### src/rtl/sop_trig_pkg.sv
// Shared definitions for the sum-of-products trigger decision block.
// Assumes the write address carries a 2-bit kind field in its top bits.
package sop_trig_pkg;

    // What a configuration write targets.
    typedef enum logic [1:0] {
        CFG_HI_MASK = 2'd0,
        CFG_LO_MASK = 2'd1,
        CFG_ENABLE  = 2'd2,
        CFG_FACTOR  = 2'd3
    } cfg_kind_e;

endpackage

### src/rtl/sop_cond_unit.sv
// One output's condition: N_TERMS product terms, each with a must-be-high
// mask, a must-be-low mask and an enable flag, all held in registers.
// The output fires when no term is enabled, or when any enabled term holds.
// Assumes that at most one of the write enables is high in a cycle.
module sop_cond_unit #(
    parameter int N_IN    = 16,
    parameter int N_TERMS = 4,
    parameter int TERM_W  = 2
) (
    input  logic              clk,
    input  logic              rst_n,
    input  logic              wr_hi,
    input  logic              wr_lo,
    input  logic              wr_en,
    input  logic [TERM_W-1:0] wr_term,
    input  logic [N_IN-1:0]   wr_data,
    input  logic [N_IN-1:0]   cond_in,
    output logic              fire
);

    logic [N_TERMS-1:0] term_on;
    logic [N_TERMS-1:0] term_hit;

    for (genvar t = 0; t < N_TERMS; t++) begin : g_term
        logic [N_IN-1:0] hi_mask;
        logic [N_IN-1:0] lo_mask;
        logic            sel;

        assign sel = (wr_term == TERM_W'(t));

        // Hold the masks and the enable flag of this term.
        always_ff @(posedge clk) begin
            if (!rst_n) begin
                hi_mask    <= '0;
                lo_mask    <= '0;
                term_on[t] <= 1'b0;
            end else if (sel) begin
                if (wr_hi) hi_mask    <= wr_data;
                if (wr_lo) lo_mask    <= wr_data;
                if (wr_en) term_on[t] <= wr_data[0];
            end
        end

        // The term holds when every required-high bit is set and every required-low bit is clear.
        always_comb begin
            term_hit[t] = term_on[t]
                        && ((cond_in & hi_mask) == hi_mask)
                        && ((cond_in & lo_mask) == '0);
        end
    end

    // OR of the terms; an output with no enabled terms always fires.
    always_comb begin
        fire = (term_on == '0) || (|term_hit);
    end

endmodule

### src/rtl/sop_ps_gate.sv
// Per-output prescaler. It holds the factor and a count of the events in
// which the output fired. Factor 0 blocks every event, factor 1 passes
// every event, and factor N passes every Nth fired event.
// Assumes evt marks the edge at which the parent captures pass.
module sop_ps_gate #(
    parameter int PS_W = 8
) (
    input  logic            clk,
    input  logic            rst_n,
    input  logic            fac_we,
    input  logic [PS_W-1:0] fac_data,
    input  logic            evt,
    input  logic            raw,
    output logic            pass
);

    logic [PS_W-1:0] factor;
    logic [PS_W-1:0] count;
    logic [PS_W-1:0] count_nxt;

    // Decide whether this fired event is accepted, and compute the next count.
    always_comb begin
        pass      = 1'b0;
        count_nxt = count;
        if (raw) begin
            if (factor == PS_W'(1)) begin
                pass = 1'b1;
            end else if (factor != '0) begin
                if (count == factor - PS_W'(1)) begin
                    pass      = 1'b1;
                    count_nxt = '0;
                end else begin
                    count_nxt = count + PS_W'(1);
                end
            end
        end
    end

    // Load the factor (restarting the count) or advance the count on an event.
    always_ff @(posedge clk) begin
        if (!rst_n) begin
            factor <= '0;
            count  <= '0;
        end else if (fac_we) begin
            factor <= fac_data;
            count  <= '0;
        end else if (evt) begin
            count <= count_nxt;
        end
    end

endmodule

### src/rtl/sop_trig_decide.sv
// Sum-of-products trigger decision with per-output prescale.
// It decodes configuration writes, evaluates N_OUT conditions, prescales
// each fired output, and captures both vectors plus their summary bits once
// per event strobe. The result vectors are padded to whole 32-bit words.
// Assumes no factor write is issued in the same cycle as an event strobe.
module sop_trig_decide #(
    parameter int N_IN    = 16,
    parameter int N_OUT   = 13,
    parameter int N_TERMS = 4,
    parameter int PS_W    = 8
) (
    input  logic                                  clk,
    input  logic                                  rst_n,
    input  logic                                  cfg_we,
    input  logic [2+((N_OUT>1)?$clog2(N_OUT):1)
                    +((N_TERMS>1)?$clog2(N_TERMS):1)-1:0] cfg_addr,
    input  logic [((N_IN>PS_W)?N_IN:PS_W)-1:0]    cfg_wdata,
    input  logic                                  evt_strobe,
    input  logic [N_IN-1:0]                       cond_in,
    output logic [((N_OUT+32)/32)*32-1:0]         raw_bits,
    output logic [((N_OUT+32)/32)*32-1:0]         ps_bits
);
    import sop_trig_pkg::*;

    localparam int OUT_W  = (N_OUT > 1) ? $clog2(N_OUT) : 1;
    localparam int TERM_W = (N_TERMS > 1) ? $clog2(N_TERMS) : 1;
    localparam int ADDR_W = 2 + OUT_W + TERM_W;
    localparam int RES_W  = ((N_OUT + 32) / 32) * 32;

    cfg_kind_e         kind;
    logic [OUT_W-1:0]  out_sel;
    logic [TERM_W-1:0] term_sel;
    logic [N_OUT-1:0]  raw_now;
    logic [N_OUT-1:0]  ps_now;

    // Split the write address into its fields.
    always_comb begin
        kind     = cfg_kind_e'(cfg_addr[ADDR_W-1 -: 2]);
        out_sel  = cfg_addr[TERM_W +: OUT_W];
        term_sel = cfg_addr[TERM_W-1:0];
    end

    for (genvar o = 0; o < N_OUT; o++) begin : g_out
        logic hit;
        assign hit = cfg_we && (out_sel == OUT_W'(o));

        sop_cond_unit #(
            .N_IN   (N_IN),
            .N_TERMS(N_TERMS),
            .TERM_W (TERM_W)
        ) u_cond (
            .clk    (clk),
            .rst_n  (rst_n),
            .wr_hi  (hit && (kind == CFG_HI_MASK)),
            .wr_lo  (hit && (kind == CFG_LO_MASK)),
            .wr_en  (hit && (kind == CFG_ENABLE)),
            .wr_term(term_sel),
            .wr_data(cfg_wdata[N_IN-1:0]),
            .cond_in(cond_in),
            .fire   (raw_now[o])
        );

        sop_ps_gate #(
            .PS_W(PS_W)
        ) u_ps (
            .clk     (clk),
            .rst_n   (rst_n),
            .fac_we  (hit && (kind == CFG_FACTOR)),
            .fac_data(cfg_wdata[PS_W-1:0]),
            .evt     (evt_strobe),
            .raw     (raw_now[o]),
            .pass    (ps_now[o])
        );
    end

    // Capture both vectors, with their summary bits, on each event strobe.
    always_ff @(posedge clk) begin
        if (!rst_n) begin
            raw_bits <= '0;
            ps_bits  <= '0;
        end else if (evt_strobe) begin
            raw_bits <= RES_W'({|raw_now, raw_now});
            ps_bits  <= RES_W'({|ps_now, ps_now});
        end
    end

endmodule

### config.mk
export PLATFORM = sky130hd
export DESIGN_NAME = sop_trig_decide
export DESIGN_NICKNAME = d
export VERILOG_FILES = /design/src/rtl/sop_trig_pkg.sv /design/src/rtl/sop_cond_unit.sv /design/src/rtl/sop_ps_gate.sv /design/src/rtl/sop_trig_decide.sv
export SDC_FILE = /design/constraint.sdc
export NUM_CORES = 2
export LEC_CHECK = 0
export ABC_AREA = 1
export BUFFER_PORTS_ARGS = -buffer_cell sky130_fd_sc_hd__buf_4
export CAP_MARGIN = 20
export CORE_MARGIN = 2
export CORE_UTILIZATION = 60
export DETAILED_ROUTE_END_ITERATION = 7
export PLACE_DENSITY = 0.75
export SLEW_MARGIN = 20
export SYNTH_ARGS = -nofsm -noshare
export SYNTH_HDL_FRONTEND = slang
export SYNTH_SLANG_ARGS = --single-unit
### constraint.sdc
create_clock -name clk -period 7.4 [get_ports clk]
set_clock_uncertainty 0.2 [all_clocks]
set_input_delay 2.22 -clock clk [delete_from_list [all_inputs] [get_ports clk]]
set_output_delay 2.22 -clock clk [all_outputs]
set_load 0.03 [all_outputs]
Word level (Yosys, flattened, before mapping)
Cells that the tools add are included.

Flip-flop bits (word level): 1952.

Add/sub/neg operators: 26. Equal/unequal tests: 96. Mux-type cells: 65. Bitwise logic cells: 118. Reductions and logical operators: 460.

Operators by type and width (number): $and 16x16->16 (104); $eq 16x16->1 (52); $logic_not 16->1 (52); $reduce_and 2->1 (156); $logic_and 1x1->1 (169); $add 8x1->8 const B (13); $eq 8x1->1 const B (13); $eq 8x8->1 (13); $mux 8 (13); $reduce_bool 8->1 (13); $sub 8x1->8 const B (13); $logic_not 4->1 (14); $mux 1 (52); $reduce_and 4->1 (13); $reduce_or 4->1 (13); $reduce_or 13->1 (2); $reduce_or 2->1 (13); $eq 4x4->1 const B (5); $eq 4x3->1 const B (4); $not 1->1 (14); $logic_or 1x1->1 (13); $eq 2x2->1 const B (4); $eq 4x2->1 const B (2); $eq 2x1->1 const B (2); other kinds (2) (3).

Logic depth before layout (Yosys ltp)
Depth in word-level cells: 8. Depth in mapped cells: 19.

By module
A second synthesis with hierarchy kept.

Cells, all modules: 13009. Area total of the unflattened synthesis: 89074.2 µm².

Modules (own cells, without submodules): sop_cond_unit (instances 13, cells an instance 822, area each 5703.0 µm², sequential area each 2642.5 µm²); sop_ps_gate (instances 13, cells an instance 158, area each 1017.2 µm², sequential area each 320.3 µm²); sop_trig_decide (instances 1, cells an instance 269, area each 1711.6 µm², sequential area each 560.5 µm²).

Worst setup path after synthesis
Ideal clock, no wire load.

Path kind: input port to flip-flop. Start: in cond_in[0]. End: reg g_out[9].u_ps.count[1]. Setup time: 121 ps. Data arrival time: 3684 ps. Data required time: 7079 ps. Setup slack: 3395 ps. Stages: 13. Buffers on the path: 3. Path through: buf_4 -> buf_6 -> buf_2 -> nand2_1 -> nand3_1 -> a211oi_1 -> nand3_1 -> nor2_1 -> nor2_1 -> nand2_2 -> nand4_2 -> o21ai_1 -> nor2_1.

Word-level cells in the longest chain between the ends: 7. Elaborated cells between the ends (all ways): 27.

RTL lines: start, declared (RTL line sop_trig_decide.sv:19) `input logic [N_IN-1:0] cond_in,`; $and 16x16->16 (RTL line sop_cond_unit.sv:47) `&& ((cond_in & hi_mask) == hi_mask)`; $eq 16x16->1 (RTL line sop_cond_unit.sv:47); $logic_and 1x1->1 (RTL line sop_cond_unit.sv:47); $logic_and 1x1->1 (RTL line sop_cond_unit.sv:48) `&& ((cond_in & lo_mask) == '0);`; $reduce_or 4->1 * (RTL line sop_cond_unit.sv:54) `fire = (term_on == '0) || (|term_hit);`; $logic_or 1x1->1 * (RTL line sop_cond_unit.sv:54); $reduce_and 4->1 (no source line) *; end signal, assigned (RTL line sop_ps_gate.sv:48) `count <= count_nxt;`; end, declared (RTL line sop_ps_gate.sv:18) `logic [PS_W-1:0] count;`.

Mark *: on every way between the ends. The rest lies on a longest branch, timed or not. A chain may end at the register's enable or synchronous reset.

Worst setup path in the final report
Start: in cond_in[4]. End: reg g_out[10].u_ps.count[1].

Word-level cells in the longest chain between the ends: 7. Elaborated cells between the ends (all ways): 27.

RTL lines (RTL line): $and 16x16->16 (sop_cond_unit.sv:47); $eq 16x16->1 (sop_cond_unit.sv:47); $logic_and 1x1->1 (sop_cond_unit.sv:47); $logic_and 1x1->1 (sop_cond_unit.sv:48); $reduce_or 4->1 * (sop_cond_unit.sv:54); $logic_or 1x1->1 * (sop_cond_unit.sv:54); $reduce_and 4->1 (no source line) *; end signal, assigned (sop_ps_gate.sv:48); end, declared (sop_ps_gate.sv:18).

Marks and branches as above.

==> flow_summary.toml <==
[place]
dp_hpwl_mm = 163.4
placed_area_sq_um = 89260
pre_cts_ws_ns = 1.617
gp_congestion = 0.8877
io_buffers = 71
dp_cells = 14050

[setup_path]
cpPeakStageDelay_ns = 0.87
endpoint = "g_out[10].u_ps.count[1]$_SDFFE_PP0P_"
critPathMaxFanout = 23
crit_cells = 17
rrSetupSlack_ns = 4.59
slowest_stage = "clkinv_2"
ff2ff_path_depth = 12
critPathLaunchType = "primary input"
cpMostUsedCell = "nand2_1"
crit_type = "in -> reg"
cp_cell_sequence = "buf_4 > clkinv_2 > buf_4 > nand2_1 > o21ai_0 > nor2_1 > nand3_1 > nor2_1 > nand2_1 > nand2_1 > inv_1 > nand2_2 > nand2_1 > nor2_4 > inv_2 > o21ai_1 > nor2_1"
r2r-start = "g_out[1].u_cond.g_term[1].lo_mask[11]$_SDFFE_PN0P_"
cp_top_family = "buffers and inverters"
end_kind = "register"
crit_arrival_ns = 5.77
cp.required_ns = 7.92
startpoint = "cond_in[4]"
r2r-end = "raw_bits[13]$_SDFFE_PN0P_"
crit_buf_inv = 5

[power_and_ir_drop]
fin_total_pwr_mw = 22.29
p_per_area_nw_per_um2 = 232.2
p_sw_share_pct = 24.82
clkPwrFrac_pct = 46.3
comb_power_share_pct = 6.3
p_seq_share_pct = 47.4
p_sw_mw = 5.531
p_int_mw = 16.76
p_leak_nw = 35.37
ir_worst_vdd_uv = 216.1

[logic_synthesis]
synth-compound-area-share_pct = 21.32
synth_top_flop_cell = "dfxtp_1"
postSynthCellCount = 12850
ys_types = 60
synthXorXnorAreaFrac_pct = 1.972
avgSynthCellArea_sq_um = 6.914
ys_seq_elements = 1952
synth.cell_area_sq_um = 88850
yosys.area_share.adder_pct = 0.7323
synth_warnings = 0
synth_edf_count = 0
synth_mux_area_share_pct = 0
synth_top_family_by_area = "compound AO/OA/AOI/OAI gates"
synth-seq-area-share_pct = 43.98
synthArstFlopShare_pct = 0
synth-simple-area-share_pct = 20.33

[drt]
routed_wl_mm = 295.8
num_vias = 84770
post-route-drc-count = 0
wl_per_cell_microns = 20.53
drt-initial-drc-count = 9817
drtAntennaViolNets = 0
viasPerCell = 5.883
firstDrtPassIters = 6

[sta]
period_minus_slack_ns = 5.247
slew_headroom_pct = 23.18
hold_viol = 0
fmax_ghz = 0.1906
rsz0062_at_grt = "no"
tns_ns = 0
report.final.slew_viol_count = 0
worst-slew-pin-transition_ns = 1.152
setup_viol = 0
whs_ns = 0.2441
setup_ws_ns = 2.153
finalCritPeriodShare_pct = 70.91

[cts]
tritoncts = "built"
ctsHoldBuffers = 0
cts.htree.levels = 4
cts_buffers = 196
cts.sinks = 1952
ctsResizeCount = 0
path_clk_slew_ns = 0.06
root_buffer = "clkbuf_16"
postCtsSetupRepairBufs = 0
clk_latency_ns = 0.85
clk_path_buf_depth = 3

[final_layout]
finish.utilization_pct = 65.15
fillers = 12850
layout-drive-gt1-share_pct = 5.402
fin_area_sq_um = 95970
final_cell_mix = "nand2_1, dfxtp_1, a21oi_1"
area_growth_pct = 8.015
final_common_cell = "nand2_1"
layoutNonFillerInstCount = 14410
fin_nets = 12410

[die]
initial_utilization_pct = 60.31
dieArea_sq_um = 151200
rows = 141
fp.dieH_microns = 388.8
pin_count = 108
coreArea_sq_um = 147300
die_x_microns = 388.8

[worst_hold_path]
hold_path.class = "reg -> reg"

[outcome]
status = "finished clean"

[flow_run]
drv_cap = 0

[global_routing]
antenna_found_initial = 8
grt_use_total_pct = 37.77
gr-total-overflow = 0
grt_max_degree = 242
grt_pass1_vias = 77350
grt_first_pass_wirelength_mm = 449.6
-- sequential cells by signal, indices dropped and copies added (netlist names) --
signal                       cells
g_out.u_cond.term_on            52
g_out.u_cond.g_term.lo_mask    832
g_out.u_cond.g_term.hi_mask    832
ps_bits                         14
g_out.u_ps.factor              104
g_out.u_ps.count               104
raw_bits                        14
-- worst min-delay path, cell delays in order, from the launching register on --
cell     delay, ns
dfxtp_1       0.31
inv_1         0.04
a21oi_1       0.05
-- power groups by stage --
stage / sequential, mW / combinational [mW] / clock (mW)
after floorplan: 10.8 / 0.749 / 0
after global placement: 10.8 / 1.31 / 0
after detailed placement: 10.8 / 1.33 / 0
after CTS: 10.6 / 1.33 / 10.3
after global routing: 10.6 / 1.43 / 10.7
final: 10.6 / 1.40 / 10.3
-- cell type report --
type	instances	area, sq um	share of cell area [%]
Inverter	1578	5941	6.190
Clock buffer	294	5858	6.104
Timing Repair Buffer	251	2230	2.323
Sequential cell	1952	39080	40.72
Clock inverter	66	798.3	0.8318
Antenna cell	3	7.507	0.007823
Tap cell	1930	2415	2.516
Multi-Input combinational cell	8335	39640	41.31
-- synth_stat cells, types with 2 or more instances --
cell type | instances | area share (%)
nand2_1 | 2385 | 10
dfxtp_1 | 1952 | 44
a21oi_1 | 1929 | 11
o21ai_0 | 1666 | 9.4
inv_1 | 1541 | 6.5
nor2_1 | 837 | 3.5
nand3_1 | 783 | 4.4
clkbuf_1 | 762 | 3.2
nand4_1 | 155 | 1.1
buf_2 | 135 | 0.76
xor2_1 | 123 | 1.2
xnor2_1 | 77 | 0.76
buf_4 | 71 | 0.60
nor3_1 | 55 | 0.31
ha_1 | 52 | 0.73
o22ai_1 | 50 | 0.35
o211ai_1 | 38 | 0.32
nand3b_1 | 36 | 0.30
inv_2 | 31 | 0.13
buf_1 | 29 | 0.12
buf_6 | 21 | 0.27
or2_2 | 18 | 0.13
o21ai_1 | 16 | 0.090
nand2_2 | 8 | 0.056
nor2_2 | 7 | 0.049
nor2_4 | 6 | 0.076
nor4_1 | 6 | 0.042
a211oi_1 | 5 | 0.042
clkinv_1 | 5 | 0.021
o221ai_1 | 5 | 0.049
a31o_2 | 4 | 0.039
nand3_2 | 4 | 0.045
o2111a_1 | 3 | 0.038
a31oi_1 | 2 | 0.014
and2_1 | 2 | 0.014
clkbuf_2 | 2 | 0.011
nand2_4 | 2 | 0.025
nand4_2 | 2 | 0.028
o2111ai_1 | 2 | 0.020
o21bai_1 | 2 | 0.017
or2_0 | 2 | 0.014
-- cell families after synthesis --
logic type / count (synthesis)
AOI/OAI and AO/OA: 3730
DFF: 1952
adders and majority gates: 52
and+or+nand+nor: 4317
other: 1
xor gates and xnor gates: 200
buffers and inverters: 2598
-- worst min path at each step --
stage,from,cells after the start,endpoint
6_report,g_out[12].u_cond.g_term[3].lo_mask[6]$_SDFFE_PN0P_,2,g_out[12].u_cond.g_term[3].lo_mask[6]$_SDFFE_PN0P_
5_1_grt,g_out[2].u_cond.g_term[1].hi_mask[6]$_SDFFE_PN0P_,2,g_out[2].u_cond.g_term[1].hi_mask[6]$_SDFFE_PN0P_
4_1_cts,g_out[3].u_cond.g_term[1].lo_mask[5]$_SDFFE_PN0P_,2,g_out[3].u_cond.g_term[1].lo_mask[5]$_SDFFE_PN0P_
3_5_place_dp,g_out[3].u_cond.g_term[1].hi_mask[4]$_SDFFE_PN0P_,2,g_out[3].u_cond.g_term[1].hi_mask[4]$_SDFFE_PN0P_
3_3_place_gp,g_out[11].u_cond.g_term[2].hi_mask[12]$_SDFFE_PN0P_,2,g_out[11].u_cond.g_term[2].hi_mask[12]$_SDFFE_PN0P_
2_1_floorplan,g_out[11].u_cond.g_term[2].hi_mask[12]$_SDFFE_PN0P_,2,g_out[11].u_cond.g_term[2].hi_mask[12]$_SDFFE_PN0P_
-- metal layers --
metal / global-route usage (%) / vias to the layer above / wire (microns)
met4: 19.67 / 4 / 17530
met2: 60.30 / 4483 / 130600
met1: 48.94 / 38850 / 114600
met5: 0 / - / 24
met3: 6.708 / 1096 / 33010
li1: - / 40340 / -
(Power assumes the default switching activity.)
